**src/rtl/prs_pkg.sv**
```systemverilog
package prs_pkg;
  typedef enum logic [2:0] {
    OP_TAKE = 3'd0,
    OP_DONE = 3'd1,
    OP_PRIO = 3'd2,
    OP_IPI  = 3'd3,
    OP_PEEK = 3'd4
  } prs_op_e;
endpackage

```
**src/rtl/prs_req_judge.sv**
```systemverilog
module prs_req_judge #(
  parameter int PRIO_W = 8
) (
  input  logic [PRIO_W-1:0] req_prio,
  input  logic [PRIO_W-1:0] cur_prio,
  input  logic              slot_busy,
  input  logic [PRIO_W-1:0] slot_prio,
  output logic              take
);
  logic beats_current;
  logic beats_slot;

  always_comb begin
    beats_current = req_prio < cur_prio;
    beats_slot    = !slot_busy || (req_prio < slot_prio);
    take          = beats_current && beats_slot;
  end
endmodule

```
**src/rtl/prs_ipi_gate.sv**
```systemverilog
module prs_ipi_gate #(
  parameter int PRIO_W = 8
) (
  input  logic [PRIO_W-1:0] ipi_prio,
  input  logic [PRIO_W-1:0] ref_prio,
  input  logic              slot_busy,
  input  logic [PRIO_W-1:0] slot_prio,
  output logic              fire
);
  logic below_ref;
  logic slot_wins;

  always_comb begin
    below_ref = ipi_prio < ref_prio;
    slot_wins = slot_busy && (slot_prio <= ipi_prio);
    fire      = below_ref && !slot_wins;
  end
endmodule

```
**src/rtl/prs_unit.sv**
```systemverilog
module prs_unit #(
  parameter int SRC_W   = 24,
  parameter int PRIO_W  = 8,
  parameter int IPI_SRC = 2
) (
  input  logic                     clk,
  input  logic                     rst,
  input  logic                     req_valid,
  input  logic [SRC_W-1:0]         req_src,
  input  logic [PRIO_W-1:0]        req_prio,
  input  logic                     cmd_valid,
  input  logic [2:0]               cmd_op,
  input  logic [PRIO_W+SRC_W-1:0]  cmd_data,
  output logic                     irq_o,
  output logic                     bounce_valid,
  output logic [SRC_W-1:0]         bounce_src,
  output logic                     evict_valid,
  output logic [SRC_W-1:0]         evict_src,
  output logic                     eoi_valid,
  output logic [SRC_W-1:0]         eoi_src,
  output logic                     resend_req,
  output logic                     rsp_valid,
  output logic [PRIO_W+SRC_W-1:0]  rsp_word,
  output logic [PRIO_W-1:0]        rsp_ipi
);
  import prs_pkg::*;

  localparam int REG_W = PRIO_W + SRC_W;
  localparam logic [PRIO_W-1:0] PRIO_IDLE = {PRIO_W{1'b1}};
  localparam logic [SRC_W-1:0]  SRC_NONE  = '0;
  localparam logic [SRC_W-1:0]  SRC_IPI   = SRC_W'(IPI_SRC);

  // architectural state
  logic [PRIO_W-1:0] cur_q;
  logic [SRC_W-1:0]  slot_src_q;
  logic [PRIO_W-1:0] slot_prio_q;
  logic [PRIO_W-1:0] ipi_q;
  logic              slot_ext_q;
  logic              irq_q;

  // decoded command fields
  prs_op_e           op;
  logic [PRIO_W-1:0] data_lo;
  logic [PRIO_W-1:0] data_hi;
  logic [SRC_W-1:0]  data_src;
  logic              slot_busy;
  logic [PRIO_W-1:0] ipi_cand;
  logic [PRIO_W-1:0] ipi_ref;
  logic              req_take;
  logic              ipi_fire;

  always_comb begin
    op        = prs_op_e'(cmd_op);
    data_lo   = cmd_data[PRIO_W-1:0];
    data_hi   = cmd_data[REG_W-1 -: PRIO_W];
    data_src  = cmd_data[SRC_W-1:0];
    slot_busy = slot_src_q != SRC_NONE;
    ipi_cand  = (op == OP_IPI) ? data_lo : ipi_q;
    case (op)
      OP_IPI:  ipi_ref = cur_q;
      OP_DONE: ipi_ref = data_hi;
      default: ipi_ref = data_lo;
    endcase
  end

  prs_req_judge #(.PRIO_W(PRIO_W)) u_judge (
    .req_prio  (req_prio),
    .cur_prio  (cur_q),
    .slot_busy (slot_busy),
    .slot_prio (slot_prio_q),
    .take      (req_take)
  );

  prs_ipi_gate #(.PRIO_W(PRIO_W)) u_ipi (
    .ipi_prio  (ipi_cand),
    .ref_prio  (ipi_ref),
    .slot_busy (slot_busy),
    .slot_prio (slot_prio_q),
    .fire      (ipi_fire)
  );

  always_ff @(posedge clk) begin
    if (rst) begin
      cur_q        <= '0;
      slot_src_q   <= SRC_NONE;
      slot_prio_q  <= PRIO_IDLE;
      ipi_q        <= PRIO_IDLE;
      slot_ext_q   <= 1'b0;
      irq_q        <= 1'b0;
      bounce_valid <= 1'b0;
      bounce_src   <= '0;
      evict_valid  <= 1'b0;
      evict_src    <= '0;
      eoi_valid    <= 1'b0;
      eoi_src      <= '0;
      resend_req   <= 1'b0;
      rsp_valid    <= 1'b0;
      rsp_word     <= '0;
      rsp_ipi      <= '0;
    end else begin
      bounce_valid <= 1'b0;
      evict_valid  <= 1'b0;
      eoi_valid    <= 1'b0;
      resend_req   <= 1'b0;
      rsp_valid    <= 1'b0;
      if (cmd_valid) begin
        if (req_valid) begin
          bounce_valid <= 1'b1;
          bounce_src   <= req_src;
        end
        case (op)
          OP_TAKE: begin
            rsp_valid   <= 1'b1;
            rsp_word    <= {cur_q, slot_src_q};
            rsp_ipi     <= ipi_q;
            irq_q       <= 1'b0;
            cur_q       <= slot_prio_q;
            slot_src_q  <= SRC_NONE;
            slot_prio_q <= PRIO_IDLE;
            slot_ext_q  <= 1'b0;
          end
          OP_PEEK: begin
            rsp_valid <= 1'b1;
            rsp_word  <= {cur_q, slot_src_q};
            rsp_ipi   <= ipi_q;
          end
          OP_DONE: begin
            cur_q     <= data_hi;
            eoi_valid <= 1'b1;
            eoi_src   <= data_src;
            if (!slot_busy) begin
              resend_req <= 1'b1;
              if (ipi_fire) begin
                slot_src_q  <= SRC_IPI;
                slot_prio_q <= ipi_q;
                slot_ext_q  <= 1'b0;
                irq_q       <= 1'b1;
              end
            end
          end
          OP_PRIO: begin
            cur_q <= data_lo;
            if (data_lo < cur_q) begin
              if (slot_busy && (data_lo <= slot_prio_q)) begin
                slot_src_q  <= SRC_NONE;
                slot_prio_q <= PRIO_IDLE;
                slot_ext_q  <= 1'b0;
                irq_q       <= 1'b0;
                if (slot_ext_q) begin
                  evict_valid <= 1'b1;
                  evict_src   <= slot_src_q;
                end
              end
            end else if (!slot_busy) begin
              resend_req <= 1'b1;
              if (ipi_fire) begin
                slot_src_q  <= SRC_IPI;
                slot_prio_q <= ipi_q;
                slot_ext_q  <= 1'b0;
                irq_q       <= 1'b1;
              end
            end
          end
          OP_IPI: begin
            ipi_q <= data_lo;
            if (ipi_fire) begin
              if (slot_busy && slot_ext_q) begin
                evict_valid <= 1'b1;
                evict_src   <= slot_src_q;
              end
              slot_src_q  <= SRC_IPI;
              slot_prio_q <= data_lo;
              slot_ext_q  <= 1'b0;
              irq_q       <= 1'b1;
            end
          end
          default: ;
        endcase
      end else if (req_valid) begin
        if (req_take) begin
          if (slot_busy && slot_ext_q) begin
            evict_valid <= 1'b1;
            evict_src   <= slot_src_q;
          end
          slot_src_q  <= req_src;
          slot_prio_q <= req_prio;
          slot_ext_q  <= 1'b1;
          irq_q       <= 1'b1;
        end else begin
          bounce_valid <= 1'b1;
          bounce_src   <= req_src;
        end
      end
    end
  end

  assign irq_o = irq_q;

  // empty slot and idle pending priority go together
  a_r2_idle_prio: assert property (@(posedge clk) disable iff (rst)
    (slot_src_q == SRC_NONE) == (slot_prio_q == PRIO_IDLE));

  // line level follows slot occupancy
  a_r4_line_tracks_slot: assert property (@(posedge clk) disable iff (rst)
    irq_q == (slot_src_q != SRC_NONE));

  // a refused request without a command leaves the slot alone
  a_r3_bounce_keeps_slot: assert property (@(posedge clk) disable iff (rst)
    (bounce_valid && !$past(cmd_valid)) |-> ($stable(slot_src_q) && $stable(slot_prio_q)));

  // after take the slot is empty and the line is low
  a_r5_take_clears: assert property (@(posedge clk) disable iff (rst)
    $past(cmd_valid && !rst && cmd_op == OP_TAKE) |-> (slot_src_q == SRC_NONE && !irq_q));

  // poll leaves all state untouched
  a_r9_peek_stable: assert property (@(posedge clk) disable iff (rst)
    $past(cmd_valid && !rst && cmd_op == OP_PEEK) |->
      ($stable(cur_q) && $stable(slot_src_q) && $stable(slot_prio_q) && $stable(ipi_q)));

  // evictions only ever name an external occupant
  a_r10_evict_external: assert property (@(posedge clk) disable iff (rst)
    evict_valid |-> $past(slot_ext_q));
endmodule

```
**config.mk**
```make
export PLATFORM = sky130hd
export DESIGN_NAME = prs_unit
export DESIGN_NICKNAME = d
export VERILOG_FILES = /design/src/rtl/prs_pkg.sv /design/src/rtl/prs_req_judge.sv /design/src/rtl/prs_ipi_gate.sv /design/src/rtl/prs_unit.sv
export SDC_FILE = /design/constraint.sdc
export NUM_CORES = 1
export LEC_CHECK = 0
export BUFFER_PORTS_ARGS = -buffer_cell sky130_fd_sc_hd__buf_2
export CAP_MARGIN = 20
export CORE_AREA = 2 2 152 214
export CTS_CLUSTER_DIAMETER = 40
export DETAILED_ROUTE_END_ITERATION = 8
export DIE_AREA = 0 0 154 216
export HOLD_SLACK_MARGIN = 0.05
export SKIP_LAST_GASP = 1
export SLEW_MARGIN = 20
export SYNTH_ARGS = -nofsm -noshare
export SYNTH_HDL_FRONTEND = slang
export SYNTH_SLANG_ARGS = --single-unit
```
**constraint.sdc**
```tcl
create_clock -name clk -period 10.4 [get_ports clk]
set_input_delay 2.08 -clock clk [delete_from_list [all_inputs] [get_ports clk]]
set_output_delay 2.08 -clock clk [all_outputs]
set_load 0.05 [all_outputs]
```
==> results.md, run 1 <==
* Pin count of the biggest net entering global routing at 89
* Routed WL at 26,900 um
* Clk_lat worst skew at 0.44 ns
* Overflow after GRT at 0
* Multi-input logic area at 4050 sq um
* DP Wirelength at 19,900 um
* Clk root buf: clkbuf_16
* Hold_buf cts at 0
* Seq/Total Area, Yosys at 43.2%
* Reg2reg setup slack at 6.64 ns
* DR vias/cell at 4.85
* Mapped Cells at 902
* Worst Hold Class: reg -> reg
* Max cap viols at 0
* Fin crit period at 6.19 ns
* Initial antenna violation count at 2
* Leakage at 4.29 nW
* Vias in the first global route at 7,005
* Seq. cell area at 3340 sq um
* Drt first pass iters at 5
* Synth Flop Type: dfxtp_1
* CTS buffer count at 17
* Htree depth at 4
* Mapped Area at 7740 sq um
* Die H at 216 um
* Max VDD drop at 0.119 mV
* Final core occ at 30.7%
* Slew Viols, Final at 0
* Critical path class: in -> reg
* Setup Buffers After CTS at 0
* TNS Setup at 0 ns
* # IOs at 189
* Layout area overhead at 24.3%
* TritonCTS clock tree: yes
* WP data required at 10.78 ns
* Syn Area/Cell at 8.58 sq um
* NumNets Final at 1,172
* DR WL/cell at 18.3 um
* Die width at 154 um
* Type of origin of the critical path: input port
* Commonest cells after routing, fill and taps aside: buf_2 (187), dfxtp_1 (167), nand2_1 (162)
* Setup violations, final at 0
* IO buf count at 188
* Post-CTS resize count at 0
* Worst Tran Pin Value at 1.00 ns
* RePlAce Congestion at 0.937
* CP max-delay cell: nor2_1
* Worst-path cell chain: buf_2 > nand2_1 > nor2_1 > nand2_1 > nand2_1 > inv_1 > ha_1 > nand4_1 > a21oi_1 > a311oi_1 > o22ai_2 > a21oi_2 > a221o_1 > o21ba_2 > a22o_1
* Clock Skew at 0.00831 ns
* Core footprint at 31,300 sq um
* CP max FO at 33
* Ys Warns at 0
* Slowest cell delay on critical path at 0.71 ns
* # fillers at 3,332
* Max Clock Freq at 0.162 GHz
* Initial Util at 24.7%
* CP arrival at 6.57 ns
* RSZ-0062 raised after global routing: false
* Remaining DRCs at 0
* Yosys cell types at 56
* Pwr Density at 175 nW/um^2
* Yosys reg bits at 167
* Vias at 7,113
* EDFF count, synth at 0
* Most common cell after layout, fill and taps aside: buf_2
* DR iter-0 viols at 367
* Layout cell share with drive strength beyond 1 at 22.6%
* FFs w/ async S/R, synth at 0%
* Die ar. at 33,300 sq um
* DRT antenna net count at 0
* Critical Path Sink Type: flop
* Mapped Nets at 1,015
* Total GRT Usage at 16.3%
* Crit path top cell by count: nand2_1
* Slew HR at 32.9%
* Final period utilization at 59.5%
* Status: finished, final reports clean
* First-pass GRT wire length at 41,400 um
* Final hold violation count at 0
* Reg clk slew, reported paths at 0.07 ns
* Row Count at 77
* Clock Sinks at 167
* Max clock buf depth at 2
==> kinds of logic after synthesis <==
logic type / count (synthesis) / synth area share, %
simple gates: 319 / 17.7
compound gates: 231 / 19.8
flops: 167 / 43.2
buf+inv: 83 / 4.59
mux: 60 / 7.97
fa+ha+maj: 42 / 6.79
==> report_power, final <==
part           internal, mW  leakage, nW  switching, mW  total [mW]
clock                 0.411        0.313          0.279       0.690
sequential            0.666         1.36         0.0286       0.695
combinational        0.0986         2.62          0.198       0.297
total                  1.18         4.29          0.505        1.68
==> registers in the layout, indices dropped and copies added, names as in the netlist, 8 cells and up <==
| name | flops |
|---|---|
| eoi_src | 24 |
| rsp_ipi | 8 |
| rsp_word | 32 |
| slot_prio_q | 8 |
| ipi_q | 8 |
| cur_q | 8 |
| evict_src | 24 |
| bounce_src | 24 |
| slot_src_q | 24 |
==> path summary, 6_finish.rpt <==
check,startpoint,end,depth (start not counted)
worst min register to register,eoi_src[7],eoi_src[7],2
worst min-delay path,eoi_src[7],eoi_src[7],2
worst max-delay path,cmd_op[1],slot_src_q[5],15
worst max register to register,cur_q[5],slot_src_q[5],12
==> synth_stat cells, types with 2 or more instances <==
master       n  share of area [%]
and2_1       3               0.24
o2111ai_1    3               0.34
dfxtp_1    167                 43
a211o_1      9                1.0
nand3b_1     3               0.29
mux2i_1     56                7.2
a21oi_1    107                6.9
a221oi_1    10                1.1
o31ai_1      6               0.58
nand3_1      4               0.26
buf_6        4               0.58
clkbuf_1    42                2.0
ha_1        42                6.8
nor3b_1      4               0.39
inv_1       28                1.4
or2_2        4               0.32
nand2_1    162                7.9
mux2_1       2               0.29
a211oi_1    11                1.1
nor2_1      97                4.7
nor2b_1     11               0.89
nor4_1       6               0.49
nand2b_1    11               0.89
buf_2        5               0.32
o22ai_1      8               0.65
a22o_1      23                2.6
buf_1        2              0.097
nand4_1      2               0.16
a31oi_1      2               0.16
o21ai_1      4               0.26
nor3_1       8               0.52
o21ai_0     15               0.97
a21o_1       9               0.87
a221o_1      4               0.52
buf_4        2               0.19
a211oi_2     2               0.32
and4_1       2               0.23
o211ai_1     4               0.39
==> worst max-delay path, delay by kind of cell <==
kind | cells | cell delay [ns]
compound gates | 7 | 2.24
simple gates | 5 | 1.41
buf+inv | 2 | 0.55
fa+ha+maj | 1 | 0.28
==> per-stage QoR <==
stage	worst slack (ns)	cells	total power [mW]	hold WS, ns	area, sq um
finish	4.21	1468	1.68	0.451	9620
global route	3.70	1467	1.76	0.472	9610
CTS	4.26	1466	1.70	0.453	9600
detailed placement	3.81	1434	1.01	0.444	8970
global placement	3.87	1434	1.00	0.439	8970
floorplan	4.95	902	0.909	0.443	7740
==> per-layer routing <==
layer / routed length (um) / global-route usage (%) / up-vias / share of wire, %
li1: - / - / 3464 / -
met1: 11100 / 19.0 / 3354 / 41
met2: 13200 / 27.7 / 237 / 49
met3: 1590 / 4.10 / 56 / 5.9
met4: 1010 / 7.85 / 2 / 3.8
met5: 13 / 0 / - / 0.048
==> cell type report <==
cell class              count  share of cell area (%)
repair buffers            193                    10.2
flip-flops and latches    167                    34.8
clock inverters            14                    2.06
inverters                  28                    1.09
multi-input cells         652                    42.1
clock buffers              18                    4.57
diodes                      1                  0.0260
well taps                 395                    5.14
Note: power is estimated with default switching activity, not from simulation.
==> run 2, diff against run 1 <==
==> constraint.sdc (replaced) <==
create_clock -name clk -period 5.7 [get_ports clk]
set_input_delay 1.14 -clock clk [delete_from_list [all_inputs] [get_ports clk]]
set_output_delay 1.14 -clock clk [all_outputs]
set_load 0.05 [all_outputs]
==> results.md, run 2 (synthesis results as in run 1) <==
* Routed WL at 26,900 um
* Slew Viols, Final at 0
* Fin worst setup slack at 1.10 ns
* Hold_buf cts at 0
* Post-CTS resize count at 0
* Clk root buf: clkbuf_16
* Worst reg2reg startpoint: cur_q[5]
* Row Count at 77
* Fin crit period at 4.60 ns
* Max cap viols at 0
* Htree depth at 4
* Setup Slack @ Placement at 0.688 ns
* Critical path class: in -> reg
* Type of origin of the critical path: input port
* Status: finished, final reports clean
* Critical Path Sink Type: flop
* Die width at 154 um
* Path depth of the worst reg2reg path at 13
* Initial antenna violation count at 2
* Pwr Density at 314 nW/um^2
* WHS Endpoint: eoi_src[3]
* Max Clock Freq at 0.217 GHz
* Most common cell after layout, fill and taps aside: buf_2
* Setup Buffers After CTS at 0
* Worst Hold Class: reg -> reg
* CP max FO at 33
* Layout cell share with drive strength beyond 1 at 22.7%
* DP Wirelength at 19,900 um
* CTS buffer count at 17
* WP data required at 5.99 ns
* Commonest cells after routing, fill and taps aside: buf_2 (187), dfxtp_1 (167), nand2_1 (162)
* NumNets Final at 1,176
* FF-to-FF End: evict_src[13]
* Reg2reg setup slack at 2.24 ns
* Drt first pass iters at 5
* Clock Sinks at 167
* CP arrival at 4.89 ns
* Pin count of the biggest net entering global routing at 83
* Clock Skew at 0.0124 ns
* Worst Tran Pin Value at 0.989 ns
* First-pass GRT wire length at 41,200 um
* Remaining DRCs at 0
* Clk_lat worst skew at 0.44 ns
* TNS Setup at 0 ns
* RSZ-0062 raised after global routing: false
* Core footprint at 31,300 sq um
* Vias in the first global route at 7,017
* RePlAce Congestion at 0.868
* Leakage at 4.30 nW
* Setup violations, final at 0
* Initial Util at 24.7%
* Slew HR at 33.9%
* DR iter-0 viols at 422
* Max VDD drop at 0.203 mV
* Overflow after GRT at 0
* Layout area overhead at 24.6%
* DR WL/cell at 18.3 um
* DR vias/cell at 4.82
* Final Power at 3.03 mW
* Die ar. at 33,300 sq um
* Flip-flop count of the largest register after layout at 32
* Hold Crit Depth at 2
* IO buf count at 188
* Reg with most FFs: rsp_word
* Total GRT Usage at 16.1%
* Reg clk slew, reported paths at 0.06 ns
* Hold wc startpoint: eoi_src[3]
* Max clock buf depth at 2
* TritonCTS clock tree: yes
* Vias at 7,088
* # IOs at 189
* Final hold violation count at 0
* Final period utilization at 80.8%
* DRT antenna net count at 0
* Die H at 216 um
[run 2: metrics by stage]
stage | hold slack (ns) | cells | instance area (sq um) | utilization (%)
6_report | 0.450 | 1470 | 9640 | 30.8
5_1_grt | 0.479 | 1469 | 9640 | 30.8
4_1_cts | 0.453 | 1469 | 9640 | 30.8
3_5_place_dp | 0.443 | 1439 | 9020 | 28.8
3_3_place_gp | 0.439 | 1438 | 9010 | 28.8
2_1_floorplan | 0.443 | 902 | 7740 | -
[run 2: cell type report]
cell class,count,area [sq um]
flip-flops and latches,167,3340
well taps,395,494
repair buffers,197,1030
multi-input cells,652,4050
clock inverters,10,146
diodes,1,2.50
inverters,28,105
clock buffers,20,467
fillers,3340,21700
[run 2: how the worst max path moves through the flow]
stage / depth (start not counted) / to / start
6_report: 16 / evict_src[13] / cmd_op[1]
5_1_grt: 16 / evict_src[7] / cmd_op[1]
2_1_floorplan: 16 / slot_src_q[10] / cmd_op[1]
4_1_cts: 16 / evict_src[13] / cmd_op[1]
3_3_place_gp: 16 / evict_src[11] / cmd_op[1]
3_5_place_dp: 16 / evict_src[7] / cmd_op[1]
[run 2: critical path, stage by stage]
cell,delay [ns]
buf_2,0.51
nand2_1,0.20
nor2_1,0.12
buf_4,0.20
nand2_1,0.10
nand2_1,0.15
ha_1,0.26
and4_1,0.19
and2_1,0.19
nor3b_1,0.17
a211oi_2,0.28
a21oi_2,0.13
o41ai_4,0.66
buf_12,0.27
mux2i_1,0.23
nor2_1,0.06
[run 2: per-layer routing]
| metal | global-route usage (%) | vias up | share of wire [%] |
|---|---|---|---|
| met5 | 0 | - | 0.048 |
| met4 | 6.73 | 2 | 3.3 |
| met3 | 4.20 | 52 | 7.0 |
| met2 | 27.7 | 254 | 49 |
| met1 | 18.9 | 3306 | 41 |
| li1 | - | 3474 | - |
[run 2: power by group]
| part | internal (mW) | switching [mW] | total (mW) |
|---|---|---|---|
| clock network | 0.723 | 0.494 | 1.22 |
| registers | 1.22 | 0.0502 | 1.27 |
| logic | 0.184 | 0.365 | 0.549 |
